[src/rtl/lcd_drv_pkg.sv]
package lcd_drv_pkg;

  typedef logic [6:0] seg7_t;

  // Seven-segment pattern, segment a in bit 0 through g in bit 6.
  // Codes outside 0..9 produce a dark digit.
  function automatic seg7_t bcd_to_seg7(input logic [3:0] code);
    seg7_t pat;
    case (code)
      4'd0:    pat = 7'h3F;
      4'd1:    pat = 7'h06;
      4'd2:    pat = 7'h5B;
      4'd3:    pat = 7'h4F;
      4'd4:    pat = 7'h66;
      4'd5:    pat = 7'h6D;
      4'd6:    pat = 7'h7D;
      4'd7:    pat = 7'h07;
      4'd8:    pat = 7'h7F;
      4'd9:    pat = 7'h6F;
      default: pat = 7'h00;
    endcase
    return pat;
  endfunction

endpackage

[src/rtl/lcd_bp_divider.sv]
module lcd_bp_divider #(
  parameter int PRE_DIV = 4,
  parameter int BP_DIV  = 200
) (
  input  logic clk,
  input  logic rst_n,
  output logic bp_o,
  output logic edge_o
);

  localparam int HALF_TICKS = BP_DIV / 2;
  localparam int PW = (PRE_DIV < 2) ? 1 : $clog2(PRE_DIV);
  localparam int HW = (HALF_TICKS < 2) ? 1 : $clog2(HALF_TICKS);
  localparam logic [PW-1:0] PRE_LAST  = PW'(PRE_DIV - 1);
  localparam logic [HW-1:0] HALF_LAST = HW'(HALF_TICKS - 1);

  logic [PW-1:0] pre_cnt_q, pre_cnt_d;
  logic [HW-1:0] half_cnt_q, half_cnt_d;
  logic          bp_q, bp_d;
  logic          tick;
  logic          toggle;

  // Next-state logic: prescaler, then half-period counter, then backplane.
  always_comb begin
    tick      = (pre_cnt_q == PRE_LAST);
    toggle    = tick && (half_cnt_q == HALF_LAST);
    pre_cnt_d = tick ? '0 : pre_cnt_q + 1'b1;
    half_cnt_d = half_cnt_q;
    if (tick) begin
      half_cnt_d = toggle ? '0 : half_cnt_q + 1'b1;
    end
    bp_d = toggle ? ~bp_q : bp_q;
  end

  always_ff @(posedge clk or negedge rst_n) begin
    if (!rst_n) begin
      pre_cnt_q  <= '0;
      half_cnt_q <= '0;
      bp_q       <= 1'b0;
    end else begin
      pre_cnt_q <= pre_cnt_d;
      if (tick) begin
        half_cnt_q <= half_cnt_d;
      end
      if (toggle) begin
        bp_q <= bp_d;
      end
    end
  end

  assign bp_o   = bp_q;
  assign edge_o = toggle;

  // the backplane moves only on a cycle announced by the toggle strobe
  assert_bp_moves_on_strobe_R1: assert property (@(posedge clk) disable iff (!rst_n)
    (bp_q != $past(bp_q)) |-> $past(edge_o));

  // toggle strobes never come back to back, so both phases have equal length
  assert_strobe_spacing_R2: assert property (@(posedge clk) disable iff (!rst_n)
    edge_o |=> !edge_o);

  // the half-period counter stays inside its range
  assert_half_cnt_range_R2: assert property (@(posedge clk) disable iff (!rst_n)
    half_cnt_q <= HALF_LAST);

endmodule

[src/rtl/lcd_seg_decoder.sv]
module lcd_seg_decoder
  import lcd_drv_pkg::*;
#(
  parameter int NUM_DIGITS = 3
) (
  input  logic [NUM_DIGITS*4-1:0] digits_i,
  input  logic                    over_i,
  input  logic                    neg_i,
  output logic [NUM_DIGITS*7+1:0] lit_o
);

  localparam int SEG_W = NUM_DIGITS * 7;

  for (genvar g = 0; g < NUM_DIGITS; g++) begin : g_digit
    assign lit_o[g*7 +: 7] = bcd_to_seg7(digits_i[g*4 +: 4]);
  end

  // Half digit lit as "1" only for a set thousands bit; sign from polarity
  assign lit_o[SEG_W]     = over_i;
  assign lit_o[SEG_W + 1] = neg_i;

endmodule

[src/rtl/lcd_phase_driver.sv]
module lcd_phase_driver #(
  parameter int LIT_W = 23
) (
  input  logic             clk,
  input  logic             rst_n,
  input  logic             edge_i,
  input  logic             bp_i,
  input  logic             lamp_i,
  input  logic [LIT_W-1:0] lit_i,
  output logic [LIT_W-1:0] line_o
);

  logic [LIT_W-1:0] lit_q, lit_d;
  logic             lamp_q;

  // Capture display data only when the backplane is about to toggle
  always_comb begin
    lit_d = edge_i ? lit_i : lit_q;
  end

  always_ff @(posedge clk or negedge rst_n) begin
    if (!rst_n) begin
      lit_q  <= '0;
      lamp_q <= 1'b0;
    end else begin
      lamp_q <= lamp_i;
      if (edge_i) begin
        lit_q <= lit_d;
      end
    end
  end

  // Lit segments run opposite to the backplane, dark ones follow it.
  // Lamp test holds a static level.
  always_comb begin
    if (lamp_q) begin
      line_o = '1;
    end else begin
      line_o = lit_q ^ {LIT_W{bp_i}};
    end
  end

  // captured data holds between backplane toggles
  assert_lit_holds_R8: assert property (@(posedge clk) disable iff (!rst_n)
    !$past(edge_i) |-> $stable(lit_q));

  // outside lamp test, no line moves within a backplane half-period
  assert_lines_still_R3: assert property (@(posedge clk) disable iff (!rst_n)
    (!$past(edge_i) && !lamp_q && !$past(lamp_q)) |-> $stable(line_o));

  // during lamp test the lines do not follow the backplane
  assert_lamp_static_R9: assert property (@(posedge clk) disable iff (!rst_n)
    (lamp_q && $past(lamp_q)) |-> $stable(line_o));

endmodule

[src/rtl/lcd_static_driver.sv]
module lcd_static_driver
  import lcd_drv_pkg::*;
#(
  parameter int NUM_DIGITS = 3,
  parameter int PRE_DIV    = 4,
  parameter int BP_DIV     = 200
) (
  input  logic                    clk,
  input  logic                    rst_n,
  input  logic [NUM_DIGITS*4-1:0] digits_i,
  input  logic                    over_i,
  input  logic                    neg_i,
  input  logic                    lamp_i,
  output logic [NUM_DIGITS*7-1:0] seg_o,
  output logic                    half_o,
  output logic                    minus_o,
  output logic                    bp_o
);

  localparam int SEG_W = NUM_DIGITS * 7;
  localparam int LIT_W = SEG_W + 2;

  logic             bp;
  logic             bp_edge;
  logic [LIT_W-1:0] lit;
  logic [LIT_W-1:0] lines;

  lcd_bp_divider #(
    .PRE_DIV (PRE_DIV),
    .BP_DIV  (BP_DIV)
  ) u_div (
    .clk    (clk),
    .rst_n  (rst_n),
    .bp_o   (bp),
    .edge_o (bp_edge)
  );

  lcd_seg_decoder #(
    .NUM_DIGITS (NUM_DIGITS)
  ) u_dec (
    .digits_i (digits_i),
    .over_i   (over_i),
    .neg_i    (neg_i),
    .lit_o    (lit)
  );

  lcd_phase_driver #(
    .LIT_W (LIT_W)
  ) u_phase (
    .clk    (clk),
    .rst_n  (rst_n),
    .edge_i (bp_edge),
    .bp_i   (bp),
    .lamp_i (lamp_i),
    .lit_i  (lit),
    .line_o (lines)
  );

  assign seg_o   = lines[SEG_W-1:0];
  assign half_o  = lines[SEG_W];
  assign minus_o = lines[SEG_W+1];
  assign bp_o    = bp;

  // outside lamp test the minus line differs from the backplane only if polarity was captured negative
  assert_minus_phase_R7: assert property (@(posedge clk) disable iff (!rst_n)
    (!$past(lamp_i) && (minus_o != bp_o)) |-> lit[SEG_W+1] || !$past(bp_edge) || $past(neg_i));

endmodule

[config.mk]
export PLATFORM = sky130hd
export DESIGN_NAME = lcd_static_driver
export DESIGN_NICKNAME = d
export VERILOG_FILES = /design/src/rtl/lcd_drv_pkg.sv /design/src/rtl/lcd_bp_divider.sv /design/src/rtl/lcd_seg_decoder.sv /design/src/rtl/lcd_phase_driver.sv /design/src/rtl/lcd_static_driver.sv
export SDC_FILE = /design/constraint.sdc
export NUM_CORES = 1
export LEC_CHECK = 0
export ABC_AREA = 1
export CORE_UTILIZATION = 63
export DETAILED_ROUTE_END_ITERATION = 6
export DONT_BUFFER_PORTS = 1
export GPL_TIMING_DRIVEN = 1
export PLACE_DENSITY = 0.79
export SETUP_SLACK_MARGIN = 0.02
export SYNTH_ARGS = -nofsm -noshare
export SYNTH_HDL_FRONTEND = slang
export SYNTH_SLANG_ARGS = --single-unit
[constraint.sdc]
create_clock -name clk -period 1.8 [get_ports clk]
set_input_delay 0.18 -clock clk [delete_from_list [all_inputs] [get_ports clk]]
set_output_delay 0.18 -clock clk [all_outputs]
set_load 0.02 [all_outputs]
; ---- Yosys cells after proc, flatten, opt, wreduce, memory -nomap -nowiden
; Memory sizes are Yosys's and may differ from the RTL's. A register that Yosys moved wholly into a read port is not among the register bits.
; Index checks and enable logic that the tools add are counted.
; W data, S select, Z words.
[totals]
mem_bits_ro = 336
out_inout_bits = 24
mem_count = 3
reg_bits = 34
[classes]
n_eq_ne = 2
reduce_logical = 4
n_bitwise = 2
muxes = 3
add_sub_neg = 2
[memory_table]
columns = name, depth, width, read_ports, rd_ports_with_merged_regs, wr, line_no
row1 = (no name shown), 16, 7, 1, 1, 0, lcd_drv_pkg.sv:9  ; case (code)
row2 = (no name shown), 16, 7, 1, 1, 0, lcd_drv_pkg.sv:9
row3 = (no name shown), 16, 7, 1, 1, 0, lcd_drv_pkg.sv:9
[ops]
columns = operator, n
row1 = $mux W23, 1
row2 = $xor A23 B23 Y23, 1
row3 = $add A7 B1 Y7 const B, 1
row4 = $eq A7 B7 Y1 const B, 1
row5 = $mux W7, 1
row6 = $logic_not A1 Y1, 3
row7 = $add A2 B1 Y2 const B, 1
row8 = $eq A2 B2 Y1 const B, 1
row9 = $mux W2, 1
row10 = $logic_and A1 B1 Y1, 1
row11 = $not A1 Y1, 1

; ---- Longest topological paths before layout
; Gate-level depths: netlist of the first run.
[depth]
depth_word = 3
ltp_mapped = 9

; ---- By module
; A second synthesis of the first run with hierarchy kept.
[hier_totals]
cells_unflattened = 353
area_unflattened_um2 = 2378.5
[by_module_without_submodules]
columns = module, cells_per_inst, area_per_inst_um2, instances, seq_area_each_um2
row1 = lcd_phase_driver, 175, 1236.2, 1, 600.6
row2 = lcd_seg_decoder, 119, 645.6, 1, 0.0
row3 = lcd_bp_divider, 59, 496.7, 1, 250.2

; ---- Worst setup path before layout of the first run
; Ideal clock, no wire load.
[synth_timing]
path_type = register to output
start = reg u_div.bp_q, in the netlist u_div.bp_o
end = out minus_o
required_time_ns = 1.620
path_slack_ns = 0.318
stages_incl_launch_ff = 4
arrival_ns = 1.302
n_path_buf = 1
cell_sequence = dfrtp_1 -> inv_2 -> clkbuf_1 -> o21ai_0
[synth_via]
elab_chain_cells = 2
[synth_lines]
columns = element, line_no
row1 = "start, declared", lcd_bp_divider.sv:19  ; logic bp_q, bp_d;
row2 = "start signal, assigned", lcd_bp_divider.sv:46  ; bp_q <= bp_d;
row3 = $xor A23 B23 Y23, lcd_phase_driver.sv:39  ; line_o = lit_q ^ {LIT_W{bp_i}};
row4 = $mux W23, lcd_phase_driver.sv:36  ; if (lamp_q) begin
row5 = "end, declared", lcd_static_driver.sv:16  ; output logic minus_o,
; No other way between the ends.

; ---- Final worst setup path of the first run
[layout_timing]
start = reg u_div.bp_q, in the netlist u_div.bp_o
end = out seg_o[12]
[layout_via]
elab_chain_cells = 2
[layout_lines]
columns = element, line_no
row1 = $xor A23 B23 Y23, lcd_phase_driver.sv:39
row2 = $mux W23, lcd_phase_driver.sv:36
row3 = "end, declared", lcd_static_driver.sv:14  ; output logic [NUM_DIGITS*7-1:0] seg_o,
; No other way between the ends.

==> results of run 1 <==
==> flip-flops by register name (all words and copies together), names as in the netlist <==
register	flops
u_div.bp_o	1
u_div.half_cnt_q	7
u_div.pre_cnt_q	2
u_phase.lamp_q	1
u_phase.lit_q	23
==> final cells by class <==
type	count	share of cell area [%]
Tap cell	46	2.286
Inverter	28	4.473
Timing Repair Buffer	30	9.841
Multi-Input combinational cell	237	46.97
Clock inverter	2	0.4970
Sequential cell	34	33.90
Clock buffer	6	2.038
==> per-layer routing <==
layer,up-vias,GRT usage (%),wire length [um]
li1,1028,-,-
met1,888,33.29,1954
met2,53,39.75,2002
met3,7,6.723,222
met4,0,6.494,47
met5,-,0,0
==> logic make-up (layout without fill, tap and decap cells) <==
family / after synthesis / after routing / synth area share, %
simple gates: 166 / 166 / 30.18
compound gates: 48 / 48 / 10.89
xor+xnor: 3 / 3 / 1.191
flops: 34 / 34 / 38.57
fa+ha+maj: 20 / 20 / 11.34
buf+inv: 38 / 66 / 7.827
==> cell usage after synthesis <==
cell type / n / area share (%)
nand2_1: 135 / 23
inv_1: 27 / 4.6
clkbuf_1: 6 / 1.0
nand3_1: 19 / 4.3
dfrtp_1: 34 / 39
inv_2: 1 / 0.17
nand3_2: 1 / 0.45
o21ai_0: 24 / 5.4
a21oi_1: 24 / 5.4
buf_6: 4 / 2.0
ha_1: 20 / 11
xnor2_1: 1 / 0.40
nor2_4: 1 / 0.51
xor2_1: 2 / 0.79
nor2_2: 2 / 0.57
nor2_1: 8 / 1.4
==> worst max-delay path, delay by kind of cell, from the launching register on <==
| kind | cells | cell delay [ns] |
|---|---|---|
| AOI/OAI and AO/OA | 2 | 0.21 |
| buffers and inverters | 2 | 0.39 |
| DFF | 1 | 0.51 |
==> worst paths after layout <==
path / startpoint / endpoint / slack [ns] / depth (start not counted)
max in group asynchronous: rst_n / u_phase.lamp_q / 1.33 / 2
min in group asynchronous: rst_n / u_div.half_cnt_q[2] / 0.29 / 2
max: u_div.bp_o / seg_o[12] / 0.17 / 4
max reg2reg: u_div.pre_cnt_q[0] / u_phase.lit_q[3] / 0.23 / 7
min: digits_i[11] / u_phase.lit_q[15] / 0.05 / 3
min reg2reg: u_div.pre_cnt_q[0] / u_div.pre_cnt_q[0] / 0.44 / 1
==> per-stage QoR <==
| step | area, um^2 | power [uW] | hold slack (ns) | instances | util [%] |
|---|---|---|---|---|---|
| finish | 2517 | 1334 | 0.05487 | 383 | 75.44 |
| global route | 2517 | 1405 | 0.06215 | 383 | 75.44 |
| CTS | 2512 | 1345 | 0.03297 | 383 | 75.29 |
| detailed placement | 2384 | 878.4 | -0.1148 | 370 | 71.43 |
| global placement | 2384 | 876.2 | -0.1147 | 370 | 71.43 |
| floorplan | 2206 | 862.9 | -0.1156 | 309 | - |
==> repair_timing <==
| item | CTS | global route |
|---|---|---|
| endpoints found under the setup margin | 23 | 23 |
| hold endpoints to repair | 37 | 0 |
| hold buffers | 5 | 0 |
| cloned | 0 | 0 |
| gates resized for setup | 2 | 3 |
==> power by group through the flow <==
stage	Sequential, uW	Combinational (uW)	Clock, uW
after floorplan	781	82.2	0
after global placement	787	88.8	0
after detailed placement	787	91.3	0
after CTS	772	119	453
after global routing	773	140	491
final	772	119	443
==> metrics.cfg, run 1 <==
[place]
numPortBuffers = 0
gp_congestion = 0.7504
hpwl_um = 2956
pre_cts_ws_ns = 0.2158

[global_routing]
grt_pass1_vias = 1650
grt_usage_pct = 24.78
antenna_found_initial = 0
grt_pass1_wl_um = 6858
grt_max_degree = 47
gr-total-overflow = 0

[power_and_ir_drop]
combPwrFrac_pct = 8.9
sw_frac_of_total_pct = 25.40
seq_power_share_pct = 57.9
internal_power_uw = 995.0
p_leak_uw = 0.001312
worst_ir_drop_vdd_uv = 416.8
p_per_area_nw_per_um2 = 529.8
p_switching_uw = 338.7
clock_power_share_pct = 33.2

[synthesis]
syn_area_per_cell_um2 = 7.139
yosys_warnings = 0
synth_area_um2 = 2206
synthesis.nets = 346
syn_inst = 309
synth.distinct_cells = 16
ys_ff_latch = 34
yosysSeqAreaShare_pct = 38.57

[finish]
n_antenna_cell = 0
num-nets-final = 373
final-seq-area_um2 = 853.3
mostFrequentLayoutCells = 135 x nand2_1, 32 x dfrtp_1, 27 x inv_1
multi_input_area_um2 = 1182
drive_gt1_share_pct = 12.17
areaGrowthSynthToFinish_pct = 14.12
mostFrequentLayoutCell = nand2_1
fillers = 277

[sta]
worst_slack_ns = 0.1665
max_freq_mhz = 612.2
fin_skew_ns = 0.01221
rsz0062_at_grt = no
setup_viol = 0
fin_setup_tns_ns = 0
period_needed_ns = 1.633
finalMaxSlewViolations = 0
tightest_slew_ns = 0.4140
slew_headroom_pct = 72.40
fin_crit_sh_pct = 90.75
hold_viol_final = 0

[clock_tree]
cts_tree = done
cts.sinks = 34
clock_latency_ns = 0.33
cts_buffers = 5
cts_max_level = 2
cts_setup_buffers = 0
clockBufferDepth = 2
path_clk_slew_ns = 0.11
root_buffer = clkbuf_4

[critical_path]
path_cells = inv_8 > a21oi_1 > o21ai_0 > buf_4
path_max_fanout = 46
max_stage_delay_ns = 0.51
critPathRequiredTime_ns = 1.62
start_kind = flip-flop
crit_path_end_kind = output port
worstPathArrival_ns = 1.45
criticalPathCategory = flip-flop to output port
cpMaxStageDelayCell = dfrtp_2

[drt]
drtIter0Drc = 76
vias = 1976
wl_um = 4226
viasPerCell = 5.159
dr.pass1.iters = 4
ant_nets = 0
route.detailed.drc = 0
wl_per_cell_um = 11.03

[die]
die_w_um = 61.17
rows = 21
fp.dieH_um = 61.17
pin_count = 41
core_area_um2 = 3337
start_util_pct = 66.10
die_area_um2 = 3742

[flow_run]
drv_cap = 0

[status]
outcome = finished, final reports clean

[hold_path]
hold_path.class = input port to flip-flop

(Power assumes the default switching activity.)
==> run 2: changes to the inputs <==
--- a/config.mk
+++ b/config.mk
@@ -6,6 +6,7 @@
 export NUM_CORES = 1
 export LEC_CHECK = 0
 export ABC_AREA = 1
+export CORE_ASPECT_RATIO = 0.6
 export CORE_UTILIZATION = 63
 export DETAILED_ROUTE_END_ITERATION = 6
 export DONT_BUFFER_PORTS = 1
==> run 2 against run 1 <==
  * Combinational power barely moved
  * Core utilization rose by 1.3 points
  * Global-route usage rose by 2.2 points
  * Sequential power barely moved
  * Sequential share of layout area fell by 0.22 points
  * Flip-flop and latch count did not move
  * Critical endpoint is now seg_o[6]
==> metrics.cfg, run 2 (same netlist as run 1, synthesis figures left out) <==
[drt]
viasPerCell = 5.226
drtIter0Drc = 116
vias = 1986
highest_layer = met4
wl_met2_um = 2021
dr.pass1.iters = 4
ant_nets = 0
wl_per_cell_um = 12.19
drt-met1-wl_um = 2306
route.detailed.drc = 0
wl_um = 4633
dr_wl_met3_um = 275

[critical_path]
criticalPathCategory = flip-flop to output port
rrSetupSlack_ns = 0.21
critPathRequiredTime_ns = 1.62
crit_path_end_kind = output port
cp-endpoint = seg_o[6]
startpoint = u_div.bp_o
max_stage_delay_ns = 0.49
start_kind = flip-flop
r2r-start = u_div.pre_cnt_q[0]
path_max_fanout = 46
r2r-end = u_phase.lit_q[14]
cpMaxStageDelayCell = dfrtp_2
r2r_cells = 7
worstPathArrival_ns = 1.44
path_cells = inv_6 > a21oi_1 > o21ai_0 > buf_4

[finish]
final-seq-area_um2 = 853.3
n_antenna_cell = 0
reg_top3 = u_phase.lit_q x23, u_div.half_cnt_q x7, u_div.pre_cnt_q x2
drive_gt1_share_pct = 11.94
mostFrequentLayoutCells = 135 x nand2_1, 32 x dfrtp_1, 27 x inv_1
num-nets-final = 371
largest_register = u_phase.lit_q
areaGrowthSynthToFinish_pct = 14.86
mostFrequentLayoutCell = nand2_1
fillers = 247
multi_input_area_um2 = 1182
largest_reg_flops = 23
fin_util_pct = 76.70

[clock_tree]
cts_max_level = 2
root_buffer = clkbuf_8
cts_buffers = 5
cts.sinks = 34
cts_tree = done
path_clk_slew_ns = 0.07
cts_setup_buffers = 0
clockBufferDepth = 2
clock_latency_ns = 0.29

[power_and_ir_drop]
combPwrFrac_pct = 8.0
internal_power_uw = 1113
p_total_uw = 1468
clock_power_share_pct = 39.4
seq_power_share_pct = 52.7
p_leak_uw = 0.001319
p_per_area_nw_per_um2 = 579.4
worst_ir_drop_vdd_uv = 577.6
p_switching_uw = 354.6
sw_frac_of_total_pct = 24.15

[global_routing]
antenna_found_initial = 0
grt_pass1_vias = 1698
grt_pass1_wl_um = 7479
grt_max_degree = 47
grt_usage_pct = 26.98
gr-total-overflow = 0

[die]
fp.dieH_um = 47.84
die_area_um2 = 3750
core_area_um2 = 3303
rows = 16
die_w_um = 78.39
pin_count = 41
start_util_pct = 66.78

[sta]
finalMaxSlewViolations = 0
slew_headroom_pct = 71.15
hold_viol_final = 0
fin_setup_tns_ns = 0
tightest_slew_ns = 0.4328
rsz0062_at_grt = no
period_needed_ns = 1.618
worst_slack_ns = 0.1819
fin_crit_sh_pct = 89.90
max_freq_mhz = 618.0
fin_skew_ns = 0.006297
setup_viol = 0

[place]
gp_congestion = 0.8121
pre_cts_ws_ns = 0.2060
hpwl_um = 3225
numPortBuffers = 0

[hold_path]
hold_path.class = input port to flip-flop

[status]
outcome = finished, final reports clean

[flow_run]
drv_cap = 0

[run 2: final cells by class]
| cell class | instances | area share [%] |
|---|---|---|
| Multi-Input combinational cell | 237 | 46.67 |
| Sequential cell | 34 | 33.68 |
| Timing Repair Buffer | 28 | 9.481 |
| Inverter | 28 | 4.346 |
| Clock buffer | 7 | 3.407 |
| Tap cell | 45 | 2.222 |
| Clock inverter | 1 | 0.1975 |
[run 2: critical path, delay by kind of cell, from the launching register on]
kind,cells,cell delay [ns]
buf+inv,2,0.42
compound gates,2,0.22
flops,1,0.49
[run 2: worst min path at each step]
stage | endpoint | slack, ns | from | cells after the start
after floorplan | u_div.bp_o | -0.12 | rst_n | 0
after global placement | u_phase.lit_q[9] | -0.11 | rst_n | 0
after detailed placement | u_phase.lit_q[9] | -0.11 | rst_n | 0
after CTS | u_phase.lit_q[21] | 0.01 | over_i | 2
after global routing | u_phase.lit_q[21] | 0.01 | over_i | 2
final | u_phase.lit_q[22] | 0.01 | neg_i | 2
[run 2: stage by stage]
stage / hold WS [ns] / instances / instance area (um^2)
global placement: -0.1149 / 369 / 2395
CTS: 0.009658 / 380 / 2529
finish: 0.01433 / 380 / 2534
detailed placement: -0.1150 / 369 / 2395
global route: 0.01177 / 380 / 2534
floorplan: -0.1156 / 309 / 2206
[run 2: what timing repair did]
action / 4_1_cts / 5_1_grt
endpoints found under the setup margin: 23 / 23
hold buffers: 3 / 0
pin swaps: 0 / 0
hold endpoints to repair: 35 / 0
resized for setup: 1 / 3
[run 2: power groups by stage]
| stage | logic, uW | registers [uW] | clock network [uW] |
|---|---|---|---|
| after floorplan | 82.2 | 781 | 0 |
| after global placement | 89.5 | 787 | 0 |
| after detailed placement | 91.5 | 787 | 0 |
| after CTS | 117 | 773 | 587 |
| after global routing | 142 | 774 | 608 |
| final | 117 | 773 | 578 |
[run 2: per-layer routing]
metal / up-vias / GRT usage, %
li1: 1025 / -
met1: 899 / 36.76
met2: 57 / 44.56
met3: 5 / 6.857
met4: 0 / 7.037
met5: - / 0
